### src/rtl/bsram_pkg.sv
package bsram_pkg;

  localparam int BURST_W = 2;

  typedef enum logic [1:0] {
    ACT_NONE  = 2'd0,
    ACT_START = 2'd1,
    ACT_CONT  = 2'd2,
    ACT_DESEL = 2'd3
  } bact_e;

  // Low address bits for a given burst count.
  function automatic logic [BURST_W-1:0] burst_offset(
    input logic               il,
    input logic [BURST_W-1:0] start,
    input logic [BURST_W-1:0] cnt
  );
    return il ? (start ^ cnt) : (start + cnt);
  endfunction

endpackage

### src/rtl/bsram_cmd_dec.sv
module bsram_cmd_dec
  import bsram_pkg::*;
#(
  parameter int LANES = 4
) (
  input  logic             awake,
  input  logic             burst_act,
  input  logic             sel_n,
  input  logic             sel2,
  input  logic             sel2_n,
  input  logic             proc_strb_n,
  input  logic             ctl_strb_n,
  input  logic             adv_n,
  input  logic             gw_n,
  input  logic             bwe_n,
  input  logic [LANES-1:0] lane_we_n,
  output bact_e            act,
  output logic             step,
  output logic             acc,
  output logic [LANES-1:0] wmask
);

  logic             sel_all;
  logic [LANES-1:0] wr_sel;

  always_comb begin
    sel_all = ~sel_n & sel2 & ~sel2_n;
    if (!gw_n)       wr_sel = '1;
    else if (!bwe_n) wr_sel = ~lane_we_n;
    else             wr_sel = '0;

    act   = ACT_NONE;
    step  = 1'b0;
    acc   = 1'b0;
    wmask = '0;
    if (awake) begin
      if (!proc_strb_n && !sel_n) begin
        // processor strobe: start always reads
        if (sel_all) begin
          act = ACT_START;
          acc = 1'b1;
        end else begin
          act = ACT_DESEL;
        end
      end else if (!ctl_strb_n) begin
        if (sel_all) begin
          act   = ACT_START;
          acc   = 1'b1;
          wmask = wr_sel;
        end else begin
          act = ACT_DESEL;
        end
      end else if (burst_act) begin
        act   = ACT_CONT;
        acc   = 1'b1;
        step  = ~adv_n;
        wmask = wr_sel;
      end
    end
  end

endmodule

### src/rtl/bsram_burst_seq.sv
module bsram_burst_seq
  import bsram_pkg::*;
#(
  parameter int ADDR_W = 6
) (
  input  logic              clk,
  input  logic              rst_n,
  input  logic              interleave,
  input  bact_e             act,
  input  logic              step,
  input  logic              flush,
  input  logic [ADDR_W-1:0] ext_addr,
  output logic              burst_act,
  output logic [ADDR_W-1:0] acc_addr
);

  localparam int HI_W = ADDR_W - BURST_W;

  logic [ADDR_W-1:0]  base_q, base_d;
  logic [BURST_W-1:0] cnt_q, cnt_d;
  logic               act_q, act_d;
  logic               load_en;

  always_comb begin
    base_d  = base_q;
    cnt_d   = cnt_q;
    act_d   = act_q;
    load_en = (act == ACT_START);
    if (flush) begin
      act_d = 1'b0;
    end else begin
      case (act)
        ACT_START: begin
          base_d = ext_addr;
          cnt_d  = '0;
          act_d  = 1'b1;
        end
        ACT_DESEL: act_d = 1'b0;
        ACT_CONT:  if (step) cnt_d = cnt_q + 1'b1;
        default: ;
      endcase
    end
    if (load_en)
      acc_addr = ext_addr;
    else
      acc_addr = {base_q[ADDR_W-1 -: HI_W],
                  burst_offset(interleave, base_q[BURST_W-1:0], cnt_d)};
  end

  always_ff @(posedge clk or negedge rst_n) begin
    if (!rst_n) begin
      base_q <= '0;
      cnt_q  <= '0;
      act_q  <= 1'b0;
    end else begin
      if (load_en) base_q <= base_d;
      cnt_q <= cnt_d;
      act_q <= act_d;
    end
  end

  assign burst_act = act_q;

  // an advancing continuation steps the count by one, modulo 4
  a_r7_advance: assert property (@(posedge clk) disable iff (!rst_n)
    (act == ACT_CONT && step && !flush) |=> (cnt_q == $past(cnt_q) + 2'd1));

  // a suspended continuation keeps the count
  a_r7_suspend: assert property (@(posedge clk) disable iff (!rst_n)
    (act == ACT_CONT && !step && !flush) |=> $stable(cnt_q));

  // a start loads the external address and clears the count
  a_r6_start_load: assert property (@(posedge clk) disable iff (!rst_n)
    (act == ACT_START && !flush) |=> (base_q == $past(ext_addr) && cnt_q == '0 && act_q));

endmodule

### src/rtl/bsram_lane_array.sv
module bsram_lane_array #(
  parameter int ADDR_W = 6,
  parameter int LANES  = 4,
  parameter int LANE_W = 9
) (
  input  logic                    clk,
  input  logic                    rst_n,
  input  logic [LANES-1:0]        we,
  input  logic [ADDR_W-1:0]       waddr,
  input  logic [LANES*LANE_W-1:0] wdata,
  input  logic [ADDR_W-1:0]       raddr,
  output logic [LANES*LANE_W-1:0] rdata
);

  localparam int DEPTH = 1 << ADDR_W;

  for (genvar g = 0; g < LANES; g++) begin : g_lane
    logic [LANE_W-1:0] mem [DEPTH];

    always_ff @(posedge clk) begin
      if (we[g]) mem[waddr] <= wdata[g*LANE_W +: LANE_W];
    end

    assign rdata[g*LANE_W +: LANE_W] = mem[raddr];

    // an enabled lane holds its write data after the edge
    a_r3_lane_write: assert property (@(posedge clk) disable iff (!rst_n)
      we[g] |=> (mem[$past(waddr)] == $past(wdata[g*LANE_W +: LANE_W])));
  end

endmodule

### src/rtl/burst_sram.sv
module burst_sram
  import bsram_pkg::*;
#(
  parameter int ADDR_W = 6,
  parameter int LANES  = 4,
  parameter int LANE_W = 9
) (
  input  logic                    clk,
  input  logic                    rst_n,
  input  logic                    interleave,
  input  logic [ADDR_W-1:0]       addr,
  input  logic                    proc_strb_n,
  input  logic                    ctl_strb_n,
  input  logic                    adv_n,
  input  logic                    sel_n,
  input  logic                    sel2,
  input  logic                    sel2_n,
  input  logic                    gw_n,
  input  logic                    bwe_n,
  input  logic [LANES-1:0]        lane_we_n,
  input  logic                    oe_n,
  input  logic                    sleep,
  input  logic [LANES*LANE_W-1:0] din,
  output logic [LANES*LANE_W-1:0] dout,
  output logic                    dout_en
);

  localparam int DATA_W = LANES * LANE_W;

  // reset: asynchronous assert, synchronous release
  logic rst_q1, rst_q2, rst_ni;

  always_ff @(posedge clk or negedge rst_n) begin
    if (!rst_n) begin
      rst_q1 <= 1'b0;
      rst_q2 <= 1'b0;
    end else begin
      rst_q1 <= 1'b1;
      rst_q2 <= rst_q1;
    end
  end
  assign rst_ni = rst_q2;

  // sleep synchroniser: two edges of latency on entry and on exit
  logic zz_q1, zz_q2, asleep, awake;

  always_ff @(posedge clk or negedge rst_ni) begin
    if (!rst_ni) begin
      zz_q1 <= 1'b0;
      zz_q2 <= 1'b0;
    end else begin
      zz_q1 <= sleep;
      zz_q2 <= zz_q1;
    end
  end
  assign asleep = zz_q2;
  assign awake  = ~zz_q2;

  // command decode
  bact_e             dec_act;
  logic              dec_step, dec_acc, burst_act;
  logic [LANES-1:0]  lane_we;
  logic [ADDR_W-1:0] acc_addr;

  bsram_cmd_dec #(.LANES(LANES)) u_dec (
    .awake      (awake),
    .burst_act  (burst_act),
    .sel_n      (sel_n),
    .sel2       (sel2),
    .sel2_n     (sel2_n),
    .proc_strb_n(proc_strb_n),
    .ctl_strb_n (ctl_strb_n),
    .adv_n      (adv_n),
    .gw_n       (gw_n),
    .bwe_n      (bwe_n),
    .lane_we_n  (lane_we_n),
    .act        (dec_act),
    .step       (dec_step),
    .acc        (dec_acc),
    .wmask      (lane_we)
  );

  bsram_burst_seq #(.ADDR_W(ADDR_W)) u_seq (
    .clk       (clk),
    .rst_n     (rst_ni),
    .interleave(interleave),
    .act       (dec_act),
    .step      (dec_step),
    .flush     (asleep),
    .ext_addr  (addr),
    .burst_act (burst_act),
    .acc_addr  (acc_addr)
  );

  // read pipeline: address register, then output register
  logic              rd_req;
  logic              rd_pend_q, rd_pend_d;
  logic              out_vld_q, out_vld_d;
  logic [ADDR_W-1:0] rd_addr_q;
  logic [DATA_W-1:0] mem_rdata, dout_q;

  bsram_lane_array #(.ADDR_W(ADDR_W), .LANES(LANES), .LANE_W(LANE_W)) u_mem (
    .clk  (clk),
    .rst_n(rst_ni),
    .we   (lane_we),
    .waddr(acc_addr),
    .wdata(din),
    .raddr(rd_addr_q),
    .rdata(mem_rdata)
  );

  always_comb begin
    rd_req    = dec_acc & ~(|lane_we);
    rd_pend_d = rd_req;
    out_vld_d = rd_pend_q & awake;
  end

  always_ff @(posedge clk or negedge rst_ni) begin
    if (!rst_ni) begin
      rd_pend_q <= 1'b0;
      out_vld_q <= 1'b0;
    end else begin
      rd_pend_q <= rd_pend_d;
      out_vld_q <= out_vld_d;
    end
  end

  always_ff @(posedge clk) begin
    if (rd_req)    rd_addr_q <= acc_addr;
    if (rd_pend_q) dout_q    <= mem_rdata;
  end

  assign dout    = dout_q;
  assign dout_en = out_vld_q & ~oe_n & ~asleep;

  // data on the port comes from a read requested two edges earlier
  a_r8_pipe: assert property (@(posedge clk) disable iff (!rst_ni)
    out_vld_q |-> $past(rd_req, 2));

  // deselect leaves the port undriven one cycle later
  a_r10_desel_z: assert property (@(posedge clk) disable iff (!rst_ni)
    (dec_act == ACT_DESEL) |-> ##2 !dout_en);

  // a processor strobe that passes the select mask never writes
  a_r5_proc_no_write: assert property (@(posedge clk) disable iff (!rst_ni)
    (!proc_strb_n && !sel_n) |-> (lane_we == '0));

  // sleep takes effect two edges after the request
  a_r11_sleep_enter: assert property (@(posedge clk) disable iff (!rst_ni)
    $rose(asleep) |-> $past(sleep, 2));

  // wake takes effect two edges after release
  a_r11_sleep_exit: assert property (@(posedge clk) disable iff (!rst_ni)
    $fell(asleep) |-> !$past(sleep, 2));

endmodule

### config.mk
export PLATFORM = sky130hd
export DESIGN_NAME = burst_sram
export DESIGN_NICKNAME = d
export VERILOG_FILES = /design/src/rtl/bsram_pkg.sv /design/src/rtl/bsram_cmd_dec.sv /design/src/rtl/bsram_burst_seq.sv /design/src/rtl/bsram_lane_array.sv /design/src/rtl/burst_sram.sv
export SDC_FILE = /design/constraint.sdc
export NUM_CORES = 2
export LEC_CHECK = 0
export BUFFER_PORTS_ARGS = -buffer_cell sky130_fd_sc_hd__buf_4
export CORE_ASPECT_RATIO = 1.4
export CORE_MARGIN = 1
export CORE_UTILIZATION = 27
export DETAILED_ROUTE_END_ITERATION = 10
export PLACE_DENSITY = 0.53
export SYNTH_ARGS = -nofsm -noshare
export SYNTH_HDL_FRONTEND = slang
export SYNTH_SLANG_ARGS = --single-unit
### constraint.sdc
create_clock -name clk -period 2 [get_ports clk]
set_input_delay 0.2 -clock clk [delete_from_list [all_inputs] [get_ports clk]]
set_output_delay 0.2 -clock clk [all_outputs]
set_load 0.05 [all_outputs]
==> metrics.txt <==
# TYPE chip_impl_metric gauge
chip_impl_info{name="run_status",value="complete, but fails checks"} 1
chip_impl_info{name="violations_in_the_final_reports",value="negative hold slack, negative setup slack"} 1
chip_impl_metric{name="total_power_of_the_final_layout",unit="W"} 0.108
chip_impl_metric{name="yosysTopAreaCellShare",unit="%"} 77.1
chip_impl_metric{name="synth.net_count",unit=""} 4288
chip_impl_info{name="setup.worst_path.class",value="flip-flop to flip-flop"} 1
chip_impl_metric{name="route.antenna.remaining_nets",unit=""} 0
chip_impl_metric{name="cts-htree-levels",unit=""} 4
chip_impl_metric{name="pin_count",unit=""} 96
chip_impl_metric{name="combined_global_route_utilization_of_all_metal_layers",unit="%"} 15.7
chip_impl_metric{name="synth-adder-area-share",unit="%"} 0.0548
chip_impl_metric{name="clock_sink_count",unit=""} 2361
chip_impl_info{name="ys_dominant_reg_cell",value="sky130_fd_sc_hd__edfxtp_1"} 1
chip_impl_info{name="r2r-end",value="u_mem.g_lane[1].mem[25][5]"} 1
chip_impl_metric{name="period_minus_slack",unit="ps"} 4250
chip_impl_metric{name="timing.fmax",unit="MHz"} 236
chip_impl_info{name="post-synth-top-area-cell",value="sky130_fd_sc_hd__edfxtp_1"} 1
chip_impl_metric{name="grt_start_max_net_pins",unit=""} 65
chip_impl_info{name="yosys-top-cells-area",value="sky130_fd_sc_hd__edfxtp_1, sky130_fd_sc_hd__mux4_2, sky130_fd_sc_hd__mux2i_1, sky130_fd_sc_hd__nor3_2, sky130_fd_sc_hd__nor3_1"} 1
chip_impl_metric{name="worst-path-max-fanout",unit=""} 18
chip_impl_info{name="clock-root-buffer",value="sky130_fd_sc_hd__clkbuf_16"} 1
chip_impl_metric{name="timing.max_cap.violations",unit=""} 0
chip_impl_metric{name="synth_cell_types",unit=""} 52
chip_impl_metric{name="netlist_instances",unit=""} 4225
chip_impl_info{name="crit-reg2reg-launch",value="asleep"} 1
chip_impl_metric{name="die_y",unit="um"} 690
chip_impl_metric{name="detailed_placer_s_ending_hpwl",unit="mm"} 185
chip_impl_metric{name="fin_hold_ws",unit="ps"} -336
chip_impl_metric{name="postSynthAreaPerCell",unit="um^2"} 21.6
chip_impl_metric{name="required",unit="ps"} 2570
chip_impl_metric{name="flow.area_growth_from_synthesis",unit="%"} 26.8
chip_impl_metric{name="clkSlewWorstSetupHoldPaths",unit="ps"} 80
chip_impl_metric{name="muxShareOfSynthArea",unit="%"} 15.4
chip_impl_metric{name="avgRoutedWirePerCell",unit="um"} 27.6
chip_impl_metric{name="r2r_setup_slack",unit="ps"} -2250
chip_impl_metric{name="grt_first_pass_wirelength",unit="mm"} 381
chip_impl_metric{name="p_per_area",unit="nW/um^2"} 930
chip_impl_metric{name="finalClockSkew",unit="ps"} 39.6
chip_impl_metric{name="post_synthesis_cell_area",unit="um^2"} 91400
chip_impl_metric{name="share_of_final_layout_standard_cells_stronger_than_drive_strength_1",unit="%"} 40.5
chip_impl_metric{name="post-route-period-util",unit="%"} 212
chip_impl_metric{name="antenna_violations_before_repair",unit=""} 9
chip_impl_metric{name="fp.dieArea",unit="um^2"} 341000
chip_impl_metric{name="final_net_count",unit=""} 5349
chip_impl_metric{name="ys_seq_elements",unit=""} 2361
chip_impl_metric{name="cts_max_path_buffers",unit=""} 4
chip_impl_metric{name="max-slew-margin-rel",unit="%"} 38.3
chip_impl_metric{name="cts.hold.buffers_added",unit=""} 48
chip_impl_metric{name="via_count_of_the_first_global_routing_pass",unit=""} 49853
chip_impl_metric{name="fin_setup_tns",unit="ps"} -4641360
chip_impl_metric{name="fp.dieW",unit="um"} 494
chip_impl_metric{name="synth_enable_flop_cells",unit=""} 2346
chip_impl_metric{name="finalSetupViolations",unit=""} 2361
chip_impl_metric{name="fp.coreArea",unit="um^2"} 336000
chip_impl_metric{name="detail_route.first_pass.iterations",unit=""} 7
chip_impl_metric{name="final_max_slew_viol_count",unit=""} 0
chip_impl_metric{name="routabilityCongestion",unit=""} 0.836
chip_impl_metric{name="reg2regPathDepth",unit=""} 16
chip_impl_info{name="cts_tree",value="done"} 1
chip_impl_metric{name="start_util",unit="%"} 27.2
chip_impl_metric{name="grt_overflow",unit=""} 0
chip_impl_info{name="timing.hold.worst.class",value="input port to flip-flop"} 1
chip_impl_metric{name="avgViaCountPerCell",unit=""} 4.78
chip_impl_metric{name="routed_wirelength",unit="mm"} 273
chip_impl_info{name="min-delay-start",value="adv_n"} 1
chip_impl_info{name="mostFrequentLayoutCell",value="sky130_fd_sc_hd__edfxtp_1"} 1
chip_impl_metric{name="tritoncts.num_buffers",unit=""} 216
chip_impl_info{name="highest_count_cells_in_the_layout_ignoring_fill_and_taps",value="sky130_fd_sc_hd__edfxtp_1, sky130_fd_sc_hd__buf_4, sky130_fd_sc_hd__mux4_2, sky130_fd_sc_hd__clkbuf_16, sky130_fd_sc_hd__buf_12"} 1
chip_impl_metric{name="setup_ws",unit="ps"} -2250
chip_impl_metric{name="power_leakage",unit="nW"} 37.7
chip_impl_metric{name="ys_seq_area_share",unit="%"} 77.5
chip_impl_metric{name="drc_viols",unit=""} 0
chip_impl_metric{name="share_of_the_synthesized_netlist_area_taken_by_xor_and_xnor_gates",unit="%"} 0.00959
chip_impl_metric{name="vdd_drop_max",unit="uV"} 692
chip_impl_info{name="dominant_combinational_cell_family_by_area_after_synthesis",value="multiplexers"} 1
chip_impl_info{name="rsz0062_at_grt",value="yes"} 1
chip_impl_metric{name="final-hold-violation-count",unit=""} 1
chip_impl_metric{name="arrival",unit="ps"} 4820
chip_impl_metric{name="detailroute.via_count",unit=""} 47311
chip_impl_info{name="worst_setup_path_start_kind",value="flip-flop"} 1
chip_impl_metric{name="core.rowCount",unit=""} 252
chip_impl_metric{name="yosysWarnings",unit=""} 0
chip_impl_metric{name="tightest_slew",unit="ps"} 925
chip_impl_info{name="crit_path_end_kind",value="flip-flop"} 1
chip_impl_metric{name="synthArstFlopShare",unit="%"} 0.635
chip_impl_metric{name="initial_drc_count",unit=""} 4241
chip_impl_metric{name="i_o_buffers",unit=""} 95
chip_impl_metric{name="yosys.area_share.simple",unit="%"} 3.19
chip_impl_metric{name="hold-path-cell-count",unit=""} 3
chip_impl_metric{name="synth_compound_area_share",unit="%"} 2.50
chip_impl_metric{name="clock_latency_reported_for_the_late_side_of_the_worst_skew_pair",unit="ps"} 890
chip_impl_info{name="whs_endpoint",value="u_seq.cnt_q[1]"} 1
==> critical path, stage by stage (launching register included) <==
cell and delay (ps):
sky130_fd_sc_hd__dfrtp_1 400, sky130_fd_sc_hd__nand2b_4 160, sky130_fd_sc_hd__o22a_1 210, sky130_fd_sc_hd__ha_4 240
sky130_fd_sc_hd__buf_6 120, sky130_fd_sc_hd__or4b_4 460, sky130_fd_sc_hd__or4b_4 530, sky130_fd_sc_hd__and3_4 180
sky130_fd_sc_hd__o31ai_4 240, sky130_fd_sc_hd__buf_6 140, sky130_fd_sc_hd__buf_16 190, sky130_fd_sc_hd__buf_12 140
sky130_fd_sc_hd__buf_12 140, sky130_fd_sc_hd__clkinv_16 110, sky130_fd_sc_hd__buf_12 210, sky130_fd_sc_hd__nor3_2 220
sky130_fd_sc_hd__buf_6 180
==> kinds of logic (layout without fill, tap and decap cells) <==
family | Yosys count | in the layout
mux | 711 | 711
buf+inv | 278 | 1511
flops | 2361 | 2361
other cells | 1 | 5
simple gates | 528 | 528
fa+ha+maj | 4 | 4
xor+xnor | 1 | 1
compound gates | 341 | 341
==> power by group <==
| group | switching [W] | internal (W) | total [W] | leakage (nW) |
|---|---|---|---|---|
| logic | 0.00692 | 0.00410 | 0.0110 | 13.0 |
| clock network | 0.0186 | 0.0235 | 0.0421 | 3.41 |
| registers | 0.0000848 | 0.0546 | 0.0546 | 21.3 |
| total | 0.0256 | 0.0822 | 0.108 | 37.7 |
==> state kept, by name, indices dropped and copies added (netlist names) <==
name              count
dout                 36
zz_q1                 1
rd_addr_q             6
asleep                1
u_seq.cnt_q           2
u_seq.burst_act       1
u_mem.g_lane.mem   2304
out_vld_q             1
u_seq.base_q          6
rst_ni                1
rd_pend_q             1
rst_q1                1
==> cell type report <==
cell class                 count  area (um^2)
fill                       31199       221000
sequential                  2361        70800
multi-input combinational   1586        20800
timing repair buffer        1109        11600
clock buffer                 253         5630
tap                         4445         5560
clock inverter               137         1420
inverter                      11         67.6
timing repair inverter         1         16.3
antenna                        4         10.0
==> how the worst max path moves through the flow <==
stage                     start                          to  slack, ps  cells past startpoint
floorplan                asleep  u_mem.g_lane[0].mem[46][0]      -1810                     12
global placement    proc_strb_n  u_mem.g_lane[0].mem[50][4]      -2630                     14
detailed placement  proc_strb_n  u_mem.g_lane[0].mem[50][4]      -2770                     14
CTS                      asleep  u_mem.g_lane[2].mem[11][5]      -2330                     17
global route             asleep  u_mem.g_lane[3].mem[41][1]      -2380                     20
finish                   asleep  u_mem.g_lane[1].mem[25][5]      -2250                     16
==> per-layer routing <==
metal | share of wire, % | vias to the layer above | track usage, %
met2 | 53 | 1425 | 28.6
met3 | 4.2 | 411 | 1.77
met4 | 4.1 | 2 | 5.89
met5 | 0.0044 | - | 0
li1 | - | 20016 | -
met1 | 38 | 25457 | 18.7
==> synth_stat cells, types with 23 or more instances <==
library cell	instances
sky130_fd_sc_hd__o221ai_1	32
sky130_fd_sc_hd__o22ai_1	79
sky130_fd_sc_hd__buf_2	48
sky130_fd_sc_hd__nor3_2	90
sky130_fd_sc_hd__o21ai_0	67
sky130_fd_sc_hd__a221oi_1	57
sky130_fd_sc_hd__nor3_1	173
sky130_fd_sc_hd__mux2i_1	134
sky130_fd_sc_hd__nor2_1	103
sky130_fd_sc_hd__mux2_2	23
sky130_fd_sc_hd__buf_1	62
sky130_fd_sc_hd__a21oi_1	54
sky130_fd_sc_hd__mux4_2	554
sky130_fd_sc_hd__nand2_1	111
sky130_fd_sc_hd__edfxtp_1	2346
sky130_fd_sc_hd__clkbuf_1	144
==> per-stage QoR <==
stage	std cells	setup WS, ps	utilization (%)	cell area, um^2
2_1_floorplan	4225	-1810	-	92100
3_3_place_gp	9377	-2630	31.6	106000
3_5_place_dp	9377	-2770	31.6	106000
4_1_cts	9856	-2330	34.0	115000
5_1_grt	9905	-2380	34.4	116000
6_report	9907	-2250	34.4	116000
==> repair_timing <==
action | 4_1_cts | 5_1_grt
gates resized for setup | 68 | 148
endpoints found under the hold margin | 2198 | 1
pin swaps | 27 | 36
buffers inserted | 38 | 35
setup endpoints to repair | 2361 | 2362
gates cloned | 3 | 15
Power figures use the tool's default switching activity.
